[src/rtl/sensor_pkt_pkg.sv]
package sensor_pkt_pkg;

    localparam int BYTE_W = 8;
    localparam int KIND_W = 2;

    typedef logic [BYTE_W-1:0] byte_t;

    typedef enum logic [KIND_W-1:0] {
        KIND_NAV_SENSOR = 2'd0,
        KIND_NAV_PV     = 2'd1,
        KIND_GPS_PV     = 2'd2,
        KIND_BAD        = 2'd3
    } kind_e;

    typedef enum logic [3:0] {
        PH_IDLE,
        PH_SYNC0,
        PH_SYNC1,
        PH_ID,
        PH_CNT,
        PH_PAY,
        PH_STAT,
        PH_CK1,
        PH_CK2
    } phase_e;

    // status bit positions
    localparam int STAT_POS_LLA = 0;
    localparam int STAT_VEL_ENU = 1;
    localparam int STAT_FIX_3D  = 2;

    typedef struct packed {
        phase_e phase;
        kind_e  kind;
        logic   has_stat;
        byte_t  cnt;
        byte_t  rem;
        logic   ov;
        byte_t  od;
        logic   olast;
    } frm_state_t;

    typedef struct packed {
        byte_t s1;
        byte_t s2;
    } sum_state_t;

    function automatic logic kind_has_status(kind_e k);
        return (k == KIND_NAV_PV) || (k == KIND_GPS_PV);
    endfunction

    function automatic byte_t status_for(kind_e k);
        byte_t s;
        s = '0;
        if (kind_has_status(k)) begin
            s[STAT_POS_LLA] = 1'b1;
            s[STAT_VEL_ENU] = 1'b1;
        end
        if (k == KIND_GPS_PV) begin
            s[STAT_FIX_3D] = 1'b1;
        end
        return s;
    endfunction

endpackage

[src/rtl/pkt_fletcher_acc.sv]
module pkt_fletcher_acc
    import sensor_pkt_pkg::*;
(
    input  logic  clk,
    input  logic  rst_n,
    input  logic  clr,
    input  logic  add_en,
    input  byte_t add_byte,
    output byte_t sum1,
    output byte_t sum2
);

    sum_state_t acc_d, acc_q;

    always_comb begin
        acc_d = acc_q;
        if (clr) begin
            acc_d = '0;
        end else if (add_en) begin
            acc_d.s1 = acc_q.s1 + add_byte;
            acc_d.s2 = acc_q.s2 + acc_q.s1 + add_byte;
        end
    end

    always_ff @(posedge clk) begin
        if (!rst_n) begin
            acc_q <= '0;
        end else begin
            acc_q <= acc_d;
        end
    end

    assign sum1 = acc_q.s1;
    assign sum2 = acc_q.s2;

endmodule

[src/rtl/pkt_req_check.sv]
module pkt_req_check
    import sensor_pkt_pkg::*;
(
    input  kind_e kind,
    input  byte_t len,
    output logic  ok,
    output logic  has_stat,
    output byte_t cnt
);

    localparam byte_t LEN_MAX = {BYTE_W{1'b1}};

    always_comb begin
        has_stat = kind_has_status(kind);
        cnt      = len + {{(BYTE_W-1){1'b0}}, has_stat};
        ok       = (kind != KIND_BAD) && !(has_stat && (len == LEN_MAX));
    end

endmodule

[src/rtl/pkt_byte_select.sv]
module pkt_byte_select
    import sensor_pkt_pkg::*;
#(
    parameter byte_t SYNC_A        = 8'h81,
    parameter byte_t SYNC_B        = 8'hA1,
    parameter byte_t ID_NAV_SENSOR = 8'h01,
    parameter byte_t ID_NAV_PV     = 8'h02,
    parameter byte_t ID_GPS_PV     = 8'h03
) (
    input  phase_e phase,
    input  kind_e  kind,
    input  byte_t  cnt,
    input  byte_t  pay_byte,
    input  byte_t  sum1,
    input  byte_t  sum2,
    output byte_t  byte_o,
    output logic   cover_o,
    output logic   last_o
);

    byte_t id_byte;

    always_comb begin
        unique case (kind)
            KIND_NAV_SENSOR: id_byte = ID_NAV_SENSOR;
            KIND_NAV_PV:     id_byte = ID_NAV_PV;
            KIND_GPS_PV:     id_byte = ID_GPS_PV;
            default:         id_byte = '0;
        endcase
    end

    always_comb begin
        byte_o  = '0;
        cover_o = 1'b0;
        last_o  = 1'b0;
        case (phase)
            PH_SYNC0: byte_o = SYNC_A;
            PH_SYNC1: byte_o = SYNC_B;
            PH_ID: begin
                byte_o  = id_byte;
                cover_o = 1'b1;
            end
            PH_CNT: begin
                byte_o  = cnt;
                cover_o = 1'b1;
            end
            PH_PAY: begin
                byte_o  = pay_byte;
                cover_o = 1'b1;
            end
            PH_STAT: begin
                byte_o  = status_for(kind);
                cover_o = 1'b1;
            end
            PH_CK1: byte_o = sum1;
            PH_CK2: begin
                byte_o = sum2;
                last_o = 1'b1;
            end
            default: byte_o = '0;
        endcase
    end

endmodule

[src/rtl/sensor_pkt_framer.sv]
module sensor_pkt_framer
    import sensor_pkt_pkg::*;
#(
    parameter byte_t SYNC_A        = 8'h81,
    parameter byte_t SYNC_B        = 8'hA1,
    parameter byte_t ID_NAV_SENSOR = 8'h01,
    parameter byte_t ID_NAV_PV     = 8'h02,
    parameter byte_t ID_GPS_PV     = 8'h03
) (
    input  logic              clk,
    input  logic              rst_n,
    input  logic              req_valid,
    output logic              req_ready,
    input  logic [KIND_W-1:0] req_kind,
    input  logic [BYTE_W-1:0] req_len,
    input  logic              pay_valid,
    output logic              pay_ready,
    input  logic [BYTE_W-1:0] pay_data,
    output logic              out_valid,
    input  logic              out_ready,
    output logic [BYTE_W-1:0] out_data,
    output logic              out_last
);

    frm_state_t st_d, st_q;

    logic  req_ok, req_has_stat;
    byte_t req_cnt;
    byte_t sel_byte;
    logic  sel_cover, sel_last;
    byte_t sum1, sum2;
    logic  slot_free, fire, acc_clr;

    pkt_req_check u_req (
        .kind     (kind_e'(req_kind)),
        .len      (req_len),
        .ok       (req_ok),
        .has_stat (req_has_stat),
        .cnt      (req_cnt)
    );

    pkt_byte_select #(
        .SYNC_A        (SYNC_A),
        .SYNC_B        (SYNC_B),
        .ID_NAV_SENSOR (ID_NAV_SENSOR),
        .ID_NAV_PV     (ID_NAV_PV),
        .ID_GPS_PV     (ID_GPS_PV)
    ) u_sel (
        .phase    (st_q.phase),
        .kind     (st_q.kind),
        .cnt      (st_q.cnt),
        .pay_byte (pay_data),
        .sum1     (sum1),
        .sum2     (sum2),
        .byte_o   (sel_byte),
        .cover_o  (sel_cover),
        .last_o   (sel_last)
    );

    pkt_fletcher_acc u_sum (
        .clk      (clk),
        .rst_n    (rst_n),
        .clr      (acc_clr),
        .add_en   (fire && sel_cover),
        .add_byte (sel_byte),
        .sum1     (sum1),
        .sum2     (sum2)
    );

    // output register can take a new byte this cycle
    assign slot_free = !st_q.ov || out_ready;
    assign fire      = slot_free && (st_q.phase != PH_IDLE)
                       && ((st_q.phase != PH_PAY) || pay_valid);

    assign req_ready = (st_q.phase == PH_IDLE) && !st_q.ov;
    assign pay_ready = (st_q.phase == PH_PAY) && slot_free;
    assign out_valid = st_q.ov;
    assign out_data  = st_q.od;
    assign out_last  = st_q.ov && st_q.olast;

    always_comb begin
        st_d    = st_q;
        acc_clr = 1'b0;

        if (st_q.ov && out_ready) begin
            st_d.ov = 1'b0;
        end

        if (fire) begin
            st_d.ov    = 1'b1;
            st_d.od    = sel_byte;
            st_d.olast = sel_last;
        end

        case (st_q.phase)
            PH_IDLE: begin
                if (req_valid && req_ready) begin
                    acc_clr = 1'b1;
                    if (req_ok) begin
                        st_d.phase    = PH_SYNC0;
                        st_d.kind     = kind_e'(req_kind);
                        st_d.has_stat = req_has_stat;
                        st_d.cnt      = req_cnt;
                        st_d.rem      = req_len;
                    end
                end
            end
            PH_SYNC0: if (fire) st_d.phase = PH_SYNC1;
            PH_SYNC1: if (fire) st_d.phase = PH_ID;
            PH_ID:    if (fire) st_d.phase = PH_CNT;
            PH_CNT: begin
                if (fire) begin
                    if (st_q.rem != '0) begin
                        st_d.phase = PH_PAY;
                    end else if (st_q.has_stat) begin
                        st_d.phase = PH_STAT;
                    end else begin
                        st_d.phase = PH_CK1;
                    end
                end
            end
            PH_PAY: begin
                if (fire) begin
                    st_d.rem = st_q.rem - 1'b1;
                    if (st_q.rem == 8'd1) begin
                        st_d.phase = st_q.has_stat ? PH_STAT : PH_CK1;
                    end
                end
            end
            PH_STAT:  if (fire) st_d.phase = PH_CK1;
            PH_CK1:   if (fire) st_d.phase = PH_CK2;
            PH_CK2:   if (fire) st_d.phase = PH_IDLE;
            default:  st_d.phase = PH_IDLE;
        endcase
    end

    always_ff @(posedge clk) begin
        if (!rst_n) begin
            st_q       <= '0;
            st_q.phase <= PH_IDLE;
            st_q.kind  <= KIND_NAV_SENSOR;
        end else begin
            st_q <= st_d;
        end
    end

endmodule

[config.mk]
export PLATFORM = sky130hd
export DESIGN_NAME = sensor_pkt_framer
export DESIGN_NICKNAME = d
export VERILOG_FILES = /design/src/rtl/sensor_pkt_pkg.sv /design/src/rtl/pkt_fletcher_acc.sv /design/src/rtl/pkt_req_check.sv /design/src/rtl/pkt_byte_select.sv /design/src/rtl/sensor_pkt_framer.sv
export SDC_FILE = /design/constraint.sdc
export NUM_CORES = 1
export LEC_CHECK = 0
export BUFFER_PORTS_ARGS = -buffer_cell sky130_fd_sc_hd__buf_4
export CORE_ASPECT_RATIO = 0.8
export CORE_MARGIN = 2
export CORE_UTILIZATION = 60
export DETAILED_ROUTE_END_ITERATION = 6
export PLACE_DENSITY = 0.78
export SYNTH_ARGS = -nofsm -noshare
export SYNTH_HDL_FRONTEND = slang
export SYNTH_SLANG_ARGS = --single-unit
export TNS_END_PERCENT = 100
[constraint.sdc]
create_clock -name clk -period 5 [get_ports clk]
set_input_delay 0.25 -clock clk [delete_from_list [all_inputs] [get_ports clk]]
set_output_delay 0.25 -clock clk [all_outputs]
set_load 0.005 [all_outputs]
After elaboration in Yosys (flattened, before gate mapping)
Cells that the tools add are included.
{"block": "op_classes", "addsub": 5, "mul": 0, "n_div": 0, "order_cmp": 0, "n_eq_ne": 27, "shift": 0, "n_mux": 26, "bitwise": 1, "n_reduce_logical": 27}
{"operator": "one-hot mux 8 bit (8 select lines)", "count": 1}
{"operator": "two-way mux 23 bit", "count": 2}
{"operator": "two-way mux 4 bit", "count": 9}
{"operator": "one-hot mux 4 bit (9 select lines)", "count": 1}
{"operator": "adder 8 bit", "count": 3}
{"operator": "inequality test 2 bit (second input constant)", "count": 10}
{"operator": "equality test 4 x 3 -> 1 bit (second input constant)", "count": 4}
{"operator": "one-hot mux 8 bit (2 select lines)", "count": 1}
{"operator": "AND reduction 11 bit", "count": 1}
{"operator": "logical AND 1 bit", "count": 10}
{"operator": "two-way mux 10 bit", "count": 1}
{"operator": "adder 8 x 1 -> 8 bit", "count": 1}
{"operator": "equality test 4 x 2 -> 1 bit (second input constant)", "count": 2}
{"operator": "equality test 8 x 1 -> 1 bit (second input constant)", "count": 1}
{"operator": "equality test 8 bit (second input constant)", "count": 1}
{"operator": "two-way mux 8 bit", "count": 1}
{"operator": "nonzero test 8 bit", "count": 1}
{"operator": "subtractor 8 x 1 -> 8 bit (second input constant)", "count": 1}
{"operator": "two-way mux 1 bit", "count": 7}
{"operator": "one-hot mux 2 bit (3 select lines)", "count": 1}
{"operator": "equality test 2 x 1 -> 1 bit (second input constant)", "count": 2}
{"operator": "equality test 2 bit (second input constant)", "count": 2}
{"operator": "equality test 4 x 1 -> 1 bit (second input constant)", "count": 1}
{"operator": "equality test 4 bit (second input constant)", "count": 1}
{"operator": "14 further kinds", "count": 21}
{"block": "word_totals", "ff_bits": 49, "latchBits": 0, "ramBits": 0, "romBits": 0, "out_inout_bits": 12, "mem_count": 0}

Logic depth before layout (Yosys ltp)
Gate-level depths: netlist of run 1.
{"block": "depth", "word_depth": 8, "ltp_mapped": 19, "depth_no_buf": 19}

Cells and area by module
Synthesis of run 1 repeated with hierarchy kept, for this count alone.
{"block": "hier_totals", "hier_cells": 424, "area_unflattened_um2": 3767.4}
{"mod": "sensor_pkt_framer", "instances": 1, "cells_each": 202, "area_per_inst_um2": 1898.1, "seq_area_each_um2": 660.6}
{"mod": "pkt_fletcher_acc", "instances": 1, "cells_each": 140, "area_per_inst_um2": 1273.7, "seq_area_each_um2": 320.3}
{"mod": "pkt_byte_select", "instances": 1, "cells_each": 62, "area_per_inst_um2": 446.7, "seq_area_each_um2": 0.0}
{"mod": "pkt_req_check", "instances": 1, "cells_each": 20, "area_per_inst_um2": 148.9, "seq_area_each_um2": 0.0}

Least setup slack after synthesis of run 1
Ideal clock, no wire load.
{"block": "synth_timing", "path_type": "register -> register", "start": "register st_q[30] (netlist name)", "end": "register u_sum.acc_q (netlist bit u_sum.sum2[7])", "setup_time_ps": 70, "t_arrival_ps": 3499, "path_slack_ps": 1430, "stages_incl_launch_ff": 17, "synth_period_minus_slack_ps": 3570, "cell_sequence": "dfxtp_1 > buf_2 > buf_1 > nand4b_1 > a21oi_1 > a221o_1 > fa_1 > ha_1 > inv_1 > fa_1 > inv_1 > a21o_1 > a21oi_1 > o21ai_0 > xnor2_1 > or3_1 > a21oi_1"}
{"block": "synth_via", "elab_cells_between_ends": 24, "cone_classes": "add/sub (1); eq/ne (9); mux (4); reduce/logical (10)"}
{"item": "equality test 4 bit, or another cell as far along", "line": "pkt_byte_select.sv:36", "text": "case (phase)"}
{"item": "one-hot mux 8 bit (8 select lines) (*)", "line": "pkt_byte_select.sv:36"}
{"item": "net sel_byte[1]", "line": "sensor_pkt_framer.sv:29", "text": "byte_t sel_byte;"}
{"item": "adder 8 bit (*)", "line": "pkt_fletcher_acc.sv:21", "text": "acc_d.s2 = acc_q.s2 + acc_q.s1 + add_byte;"}
{"item": "end signal, assigned", "line": "pkt_fletcher_acc.sv:27", "text": "acc_q <= '0;"}
{"item": "end signal, assigned", "line": "pkt_fletcher_acc.sv:29", "text": "acc_q <= acc_d;"}
{"item": "end, declared", "line": "pkt_fletcher_acc.sv:13", "text": "sum_state_t acc_d, acc_q;"}
The timed path passes the listed nets; every way through them passes the cells marked *.
A chain may end at the register's enable or synchronous reset.

Final worst setup path of run 1
{"block": "layout_timing", "start": "register st_q[32] (netlist name)", "end": "register u_sum.acc_q (netlist bit u_sum.sum2[7])"}
{"block": "layout_via", "elab_cells_between_ends": 24, "cone_classes": "add/sub (1); eq/ne (9); mux (4); reduce/logical (10)"}
{"item": "equality test 4 bit, or another cell as far along", "line": "pkt_byte_select.sv:36"}
{"item": "one-hot mux 8 bit (8 select lines) (*)", "line": "pkt_byte_select.sv:36"}
{"item": "net sel_byte[3]", "line": "sensor_pkt_framer.sv:29"}
{"item": "adder 8 bit (*)", "line": "pkt_fletcher_acc.sv:21"}
Marked as above.

==> results of run 1 <==
flip-flops by register name, summed over array words and instances (netlist names):
| signal | cells |
|---|---|
| out_data | 8 |
| u_sum.sum2 | 8 |
| u_sum.sum1 | 8 |
| out_valid | 1 |
| st_q | 24 |
through the flow:
stage	hold WS (ps)	total power [mW]	setup WS [ps]
3_5_place_dp	454	0.621	1030
3_3_place_gp	449	0.617	1210
4_1_cts	218	0.854	1020
5_1_grt	240	0.898	663
2_1_floorplan	419	0.569	1430
6_report	223	0.849	952
final cells by class:
cell class                      count  area, µm²  area share [%]
Clock buffer                        6       72.6            1.91
Clock inverter                      2       15.0           0.396
Inverter                           17       63.8            1.68
Multi-Input combinational cell    327       2270            59.9
Sequential cell                    49        981            25.8
Tap cell                           78       97.6            2.57
Timing Repair Buffer               39        293            7.71
worst max path at each step:
stage	from	to	slack, ps	cells after the start
after detailed placement	st_q[32]	u_sum.sum2[7]	1030	13
after floorplan	st_q[30]	u_sum.sum2[7]	1430	16
after CTS	st_q[32]	u_sum.sum2[7]	1020	13
after global placement	st_q[32]	u_sum.sum2[7]	1210	13
after global routing	st_q[32]	u_sum.sum2[7]	660	13
final	st_q[32]	u_sum.sum2[7]	950	13
power breakdown:
group          switching, mW  internal, mW
registers             0.0216         0.412
clock network          0.137        0.0989
logic                 0.0960        0.0836
cell usage in the layout, fill, tap and decap left out, types with 10 or more instances in the layout:
| master | netlist | layout |
|---|---|---|
| sky130_fd_sc_hd__nand2_1 | 45 | 45 |
| sky130_fd_sc_hd__dfxtp_1 | 49 | 49 |
| sky130_fd_sc_hd__inv_1 | 17 | 17 |
| sky130_fd_sc_hd__ha_1 | 21 | 21 |
| sky130_fd_sc_hd__buf_4 | 10 | 39 |
| sky130_fd_sc_hd__nor2_1 | 39 | 39 |
| sky130_fd_sc_hd__nor3b_1 | 10 | 10 |
| sky130_fd_sc_hd__a21oi_1 | 33 | 33 |
| sky130_fd_sc_hd__o21ai_0 | 18 | 18 |
| sky130_fd_sc_hd__xnor2_1 | 14 | 14 |
| sky130_fd_sc_hd__nand3_1 | 14 | 14 |
worst register-to-register path, cell delays in order, from the launching register on:
cell	delay (ps)
sky130_fd_sc_hd__dfxtp_1	800
sky130_fd_sc_hd__nor4b_2	740
sky130_fd_sc_hd__nand2_1	100
sky130_fd_sc_hd__o21ai_0	190
sky130_fd_sc_hd__inv_1	120
sky130_fd_sc_hd__fa_1	540
sky130_fd_sc_hd__inv_1	40
sky130_fd_sc_hd__ha_1	320
sky130_fd_sc_hd__a21o_1	200
sky130_fd_sc_hd__a21oi_1	200
sky130_fd_sc_hd__o21ai_0	140
sky130_fd_sc_hd__xnor2_1	140
sky130_fd_sc_hd__or3_1	310
sky130_fd_sc_hd__a21oi_1	140
per-layer routing:
metal | vias to the layer above | part of all wire, % | GRT usage, %
met2 | 105 | 43 | 39.8
met1 | 1462 | 49 | 41.0
met3 | 6 | 6.7 | 6.60
met5 | - | 0 | 0
met4 | 0 | 0.97 | 6.47
li1 | 1516 | - | -
cell families (layout without fill, tap and decap cells):
kind of cell	Yosys count	after routing
compound gates	110	110
buf+inv	47	64
fa+ha+maj	29	29
mux	11	11
flops	49	49
simple gates	156	156
xor+xnor	21	21
==> run metrics, run 1 <==
buffers inserted during post-CTS setup optimization 0; area of the mapped netlist 3500 µm²; antenna violations before repair 0; number of iterations in the first detailed-routing pass 5; post-placement cell count 510; post-layout minimum cycle time 4050 ps; final cell count without fillers 518; hold path start req_kind[1]; Worst Path Class, Setup flip-flop to flip-flop; final core utilization 68.7%; layout cells sized above 1 13.6%; TritonCTS buffer count 5; post_cts resized 0; worst-case register-to-register setup slack 950 ps; initial detailed-routing violation count 279; multiplexer fraction of the synthesized cell area 3.25%; Max Cap Viol 0; synthesized-area fraction occupied by ao, oa, aoi and oai cells 21.5%; fill count 481; dpl hpwl 6130 µm; Crit. End Element flip-flop; number of enable flip-flop cells after synthesis 0; number of cells traversed by the worst hold path 3; maximum fanout along the worst path 19; RSZ-0062 raised after global routing no; top area cells in the synthesized netlist sky130_fd_sc_hd__dfxtp_1 28%, sky130_fd_sc_hd__ha_1 7.5%, sky130_fd_sc_hd__nand2_1 4.8%; list of most frequent post-synthesis cells 49 x sky130_fd_sc_hd__dfxtp_1, 45 x sky130_fd_sc_hd__nand2_1, 39 x sky130_fd_sc_hd__nor2_1; global-route wire length before repair 13700 µm; Fmax achieved 0.247 GHz; Tcrit/Tclk final 81.0%; run status finished clean; Hold EP st_q[28]; worst endpoint data arrival time 4280 ps; series of cell instances along the critical path nor4b_2 > nand2_1 > o21ai_0 > inv_1 > fa_1 > inv_1 > ha_1 > a21o_1 > a21oi_1 > o21ai_0 > xnor2_1 > or3_1 > a21oi_1; largest family of logic cells by synthesized area simple AND/OR/NAND/NOR gates; maximum buffer depth of the clock tree 2; number of core rows 24; clock-pin transition on the worst setup and hold timing paths 100 ps; master of the slowest instance on the critical path sky130_fd_sc_hd__dfxtp_1; area of the placeable core 5530 µm²; total cell area at the placement stage 3710 µm²; delay contributed by the slowest stage of the critical path 800 ps; clock sink count 49; leading area contributor after synthesis sky130_fd_sc_hd__dfxtp_1; share of the synthesized area in the top cell type 28.0%; initial cell density of the core 63.3%; setup TNS after final layout 0 ps; leading cell type by number of instances after synthesis sky130_fd_sc_hd__dfxtp_1; Detailed Route WL 8160 µm; startpoint type of the worst setup path flip-flop; total setup violations reported at the end of the flow 0; area of all placed cells without fillers 3800 µm²; CP top delay family simple AND/OR/NAND/NOR gates; quantity of hold-fixing buffers added after cts 0; asr flop ratio synth 0%; fraction of synthesized cell area in xor and xnor cells 5.26%; Die Height 72.3 µm; Bufs and invs on worst path 2; classification of the worst-slack hold path input pin to flip-flop; path depth of the worst reg2reg path 13; warning count from the yosys run 0; layout-stage area growth over the synthesis result 8.47%; total of flip-flops plus latches after synthesis 49; gp weighted congestion 0.940; clock latency on the worst-skew pair 300 ps; CTS Root Buffer Type sky130_fd_sc_hd__clkbuf_8; Distinct cells, synth 61; total power density per cell area 224 nW/µm²; number of primary I/O pins 35; final net count 491; Die Wd 89.4 µm; grt total ovfl 0; worst voltage drop across the vdd grid 162 µV; hold violation count in the final report 0; data required time of the critical path 5230 ps; Top FF cell, synth sky130_fd_sc_hd__dfxtp_1; transition time of the tightest slew-check pin 859 ps; Slew Limit Fails 0; ANT nets after route 0; n_diodes 0; worst relative slew slack 42.3%; worst-case clock skew 10.5 ps; Post-Syn Area per Cell 8.27 µm²; reg-to-reg endpoint u_sum.sum2[7]; total via count in the routed design 3089; per-cell routed wire length 15.8 µm; post-synthesis simple-gate area fraction 22.8%; maximum number of pins on one net before global-route repair 28; sequential-to-total area share from yosys stat 28.0%; residual DRC count 0; syn_nets 475; overall track demand over capacity in global routing 27.4%; static power due to leakage 1.62 nW; H-tree Lvls 2; number of global-route vias before repair 2824; CTS tree done; fraction of the mapped netlist area in adder cells 12.1%; beginning of the worst register-to-register path st_q[32]; Avg Vias per Cell 5.96; cells after synthesis 423; number of port buffers 34; total die area 6460 µm²
Power figures use the tool's default switching activity.
==> run 2, diff against run 1 <==
--- a/config.mk
+++ b/config.mk
@@ -5,6 +5,7 @@
 export SDC_FILE = /design/constraint.sdc
 export NUM_CORES = 1
 export LEC_CHECK = 0
+export ABC_AREA = 1
 export BUFFER_PORTS_ARGS = -buffer_cell sky130_fd_sc_hd__buf_4
 export CORE_ASPECT_RATIO = 0.8
 export CORE_MARGIN = 2
==> constraint.sdc (replaced) <==
create_clock -name clk -period 4.1 [get_ports clk]
set_input_delay 0.205 -clock clk [delete_from_list [all_inputs] [get_ports clk]]
set_output_delay 0.205 -clock clk [all_outputs]
set_load 0.005 [all_outputs]
==> run 2 against run 1 <==
  * Clock power rose by 47%
  * Die area fell by 2.9%
  * Design area fell by 1.7%
  * Flip-flop and latch count did not move
  * Critical path type unchanged
  * Largest cell class unchanged
  * Largest power group is now combinational cells
==> run metrics, run 2 <==
run status finished clean; maximum fanout along the worst path 6; clock share of power 15.5%; static power due to leakage 1.87 nW; fraction of the mapped netlist area in adder cells 12.5%; global-route wire length before repair 13800 µm; most common library cell in the layout ignoring fill and taps sky130_fd_sc_hd__nand2_1; register bank with the most flops st_q; list of most frequent post-synthesis cells 80 x sky130_fd_sc_hd__nand2_1, 62 x sky130_fd_sc_hd__inv_1, 52 x sky130_fd_sc_hd__nor2_1; TritonCTS buffer count 5; antenna violations before repair 0; data required time of the critical path 4320 ps; number of port buffers 34; wire length on met3 549 µm; dpl hpwl 6460 µm; layout-stage area growth over the synthesis result 9.95%; buffers inserted during post-CTS setup optimization 0; total via count in the routed design 3203; Avg Vias per Cell 5.49; setup TNS after final layout 0 ps; maximum buffer depth of the clock tree 2; worst endpoint data arrival time 3730 ps; asr flop ratio synth 0%; Fmax achieved 0.285 GHz; grt total ovfl 0; number of enable flip-flop cells after synthesis 0; delay contributed by the slowest stage of the critical path 600 ps; Die Height 71.3 µm; Die Wd 88.1 µm; fraction of power spent switching nets 45.7%; post_cts resized 0; number of primary I/O pins 35; fraction of synthesized cell area in xor and xnor cells 4.90%; total setup violations reported at the end of the flow 0; final net count 557; warning count from the yosys run 0; sequential share of power 32.7%; transition time of the tightest slew-check pin 518 ps; CTS tree done; series of cell instances along the critical path nand2_1 > inv_1 > nand2_1 > inv_1 > a22o_1 > a21oi_1 > nand3_1 > fa_1 > ha_1 > inv_1 > fa_1 > inv_1 > nand4_1 > nand3_1 > xor2_1 > nor2_1 > o21ai_0 > inv_1; Combinational Power Share 51.8%; layout cells sized above 1 12.5%; maximum number of pins on one net before global-route repair 26; Most Frequent Cell on Critical Path sky130_fd_sc_hd__inv_1; quantity of hold-fixing buffers added after cts 0; worst voltage drop across the vdd grid 306 µV; area of the placeable core 5470 µm²; Cell Int Power 1.21 mW; hold path start req_kind[0]; initial detailed-routing violation count 312; number of iterations in the first detailed-routing pass 5; clock latency on the worst-skew pair 310 ps; per-cell routed wire length 14.4 µm; Top FF cell, synth sky130_fd_sc_hd__dfxtp_1; leading cell type by number of instances after synthesis sky130_fd_sc_hd__nand2_1; number of global-route vias before repair 2836; sequential cell area 981 µm²; startpoint type of the worst setup path flip-flop; beginning of the worst register-to-register path st_q[30]; H-tree Lvls 2; area of the mapped netlist 3390 µm²; classification of the worst-slack hold path input pin to flip-flop; routed metal-1 wirelength 4350 µm; total of flip-flops plus latches after synthesis 49; residual DRC count 0; clock sink count 49; largest family of logic cells by synthesized area simple AND/OR/NAND/NOR gates; Detailed Route WL 8410 µm; sum of met2 wire segment lengths after detailed routing 3420 µm; share of the synthesized area in the top cell type 28.9%; Worst Path Class, Setup flip-flop to flip-flop; multiplexer fraction of the synthesized cell area 0%; RSZ-0062 raised after global routing no; initial cell density of the core 62.1%; Max Cap Viol 0; ANT nets after route 0; post-synthesis simple-gate area fraction 24.3%; flip-flop count of the largest register, all copies and words added 24; Tcrit/Tclk final 85.7%; CTS Root Buffer Type sky130_fd_sc_hd__clkbuf_8; total power density per cell area 597 nW/µm²; total die area 6280 µm²; P_sw 1.02 mW; clock-pin transition on the worst setup and hold timing paths 90 ps; Slew Limit Fails 0; final cell count without fillers 583; post-placement cell count 576; number of core rows 24; Crit. End Element flip-flop; fill count 504; n_diodes 0; sequential-to-total area share from yosys stat 28.9%; top area cells in the synthesized netlist sky130_fd_sc_hd__dfxtp_1 29%, sky130_fd_sc_hd__nand2_1 8.8%, sky130_fd_sc_hd__ha_1 7.7%; cells after synthesis 482; worst relative slew slack 65.4%; top metal layer carrying routed signals met4; master of the slowest instance on the critical path sky130_fd_sc_hd__fa_1; most frequent cells in the layout 80 x sky130_fd_sc_hd__nand2_1, 62 x sky130_fd_sc_hd__inv_1, 52 x sky130_fd_sc_hd__nor2_1; area used by multi-input combinational logic 2020 µm²; worst setup path startpoint st_q[30]; worst-case clock skew 10.1 ps; synthesized-area fraction occupied by ao, oa, aoi and oai cells 17.9%; leading area contributor after synthesis sky130_fd_sc_hd__dfxtp_1; overall track demand over capacity in global routing 28.6%; post-layout minimum cycle time 3510 ps; syn_nets 534; Post-Syn Area per Cell 7.04 µm²; Distinct cells, synth 37; gp weighted congestion 0.930; hold violation count in the final report 0
run 2: per-stage QoR:
stage,util (%),hold slack (ps),instance area (µm²),worst slack (ps),total power [mW]
3_5_place_dp,66.4,467,3630,597,1.87
6_report,68.3,197,3730,587,2.23
4_1_cts,68.3,195,3730,579,2.22
2_1_floorplan,-,343,3390,1060,1.61
5_1_grt,68.3,226,3730,262,2.42
3_3_place_gp,66.4,456,3630,674,1.85
run 2: path summary, 6_finish.rpt:
| kind | to | slack [ps] | depth (start not counted) |
|---|---|---|---|
| setup / recovery | u_sum.sum2[7] | 590 | 18 |
| hold reg to reg | out_data[6] | 480 | 2 |
| hold / removal | st_q[27] | 200 | 3 |
| setup reg to reg | u_sum.sum2[7] | 590 | 18 |
run 2: logic make-up after synthesis:
group,Yosys count
DFF,49
adders and majority gates,29
xor gates and xnor gates,19
AOI/OAI and AO/OA,112
buffers and inverters,89
and+or+nand+nor,184
run 2: per-layer routing:
metal	track usage [%]	up-vias
met2	41.8	124
met4	7.58	0
met5	0	-
met1	44.7	1461
li1	-	1609
met3	3.57	9
run 2: area by class of cell:
cell class / count / area share [%]
clock inverters: 2 / 0.939
well taps: 78 / 2.61
flip-flops and latches: 49 / 26.3
multi-input cells: 344 / 54.2
repair buffers: 35 / 7.04
inverters: 70 / 7.11
clock buffers: 5 / 1.84
run 2: worst max-delay path, delay by kind of cell (launching register included):
kind	cells	cell delay, ps
buffers and inverters	5	410
AND/OR/NAND/NOR	6	730
adder cells (fa/ha/maj)	3	1200
XOR/XNOR	1	180
AO/OA/AOI/OAI	3	530
flip-flops	1	350
run 2: power by group through the flow:
| stage | sequential (mW) | clock, mW | combinational (mW) |
|---|---|---|---|
| finish | 0.729 | 0.346 | 1.15 |
| global route | 0.745 | 0.364 | 1.31 |
| CTS | 0.727 | 0.350 | 1.14 |
| detailed placement | 0.736 | 0 | 1.13 |
| global placement | 0.733 | 0 | 1.12 |
| floorplan | 0.707 | 0 | 0.907 |
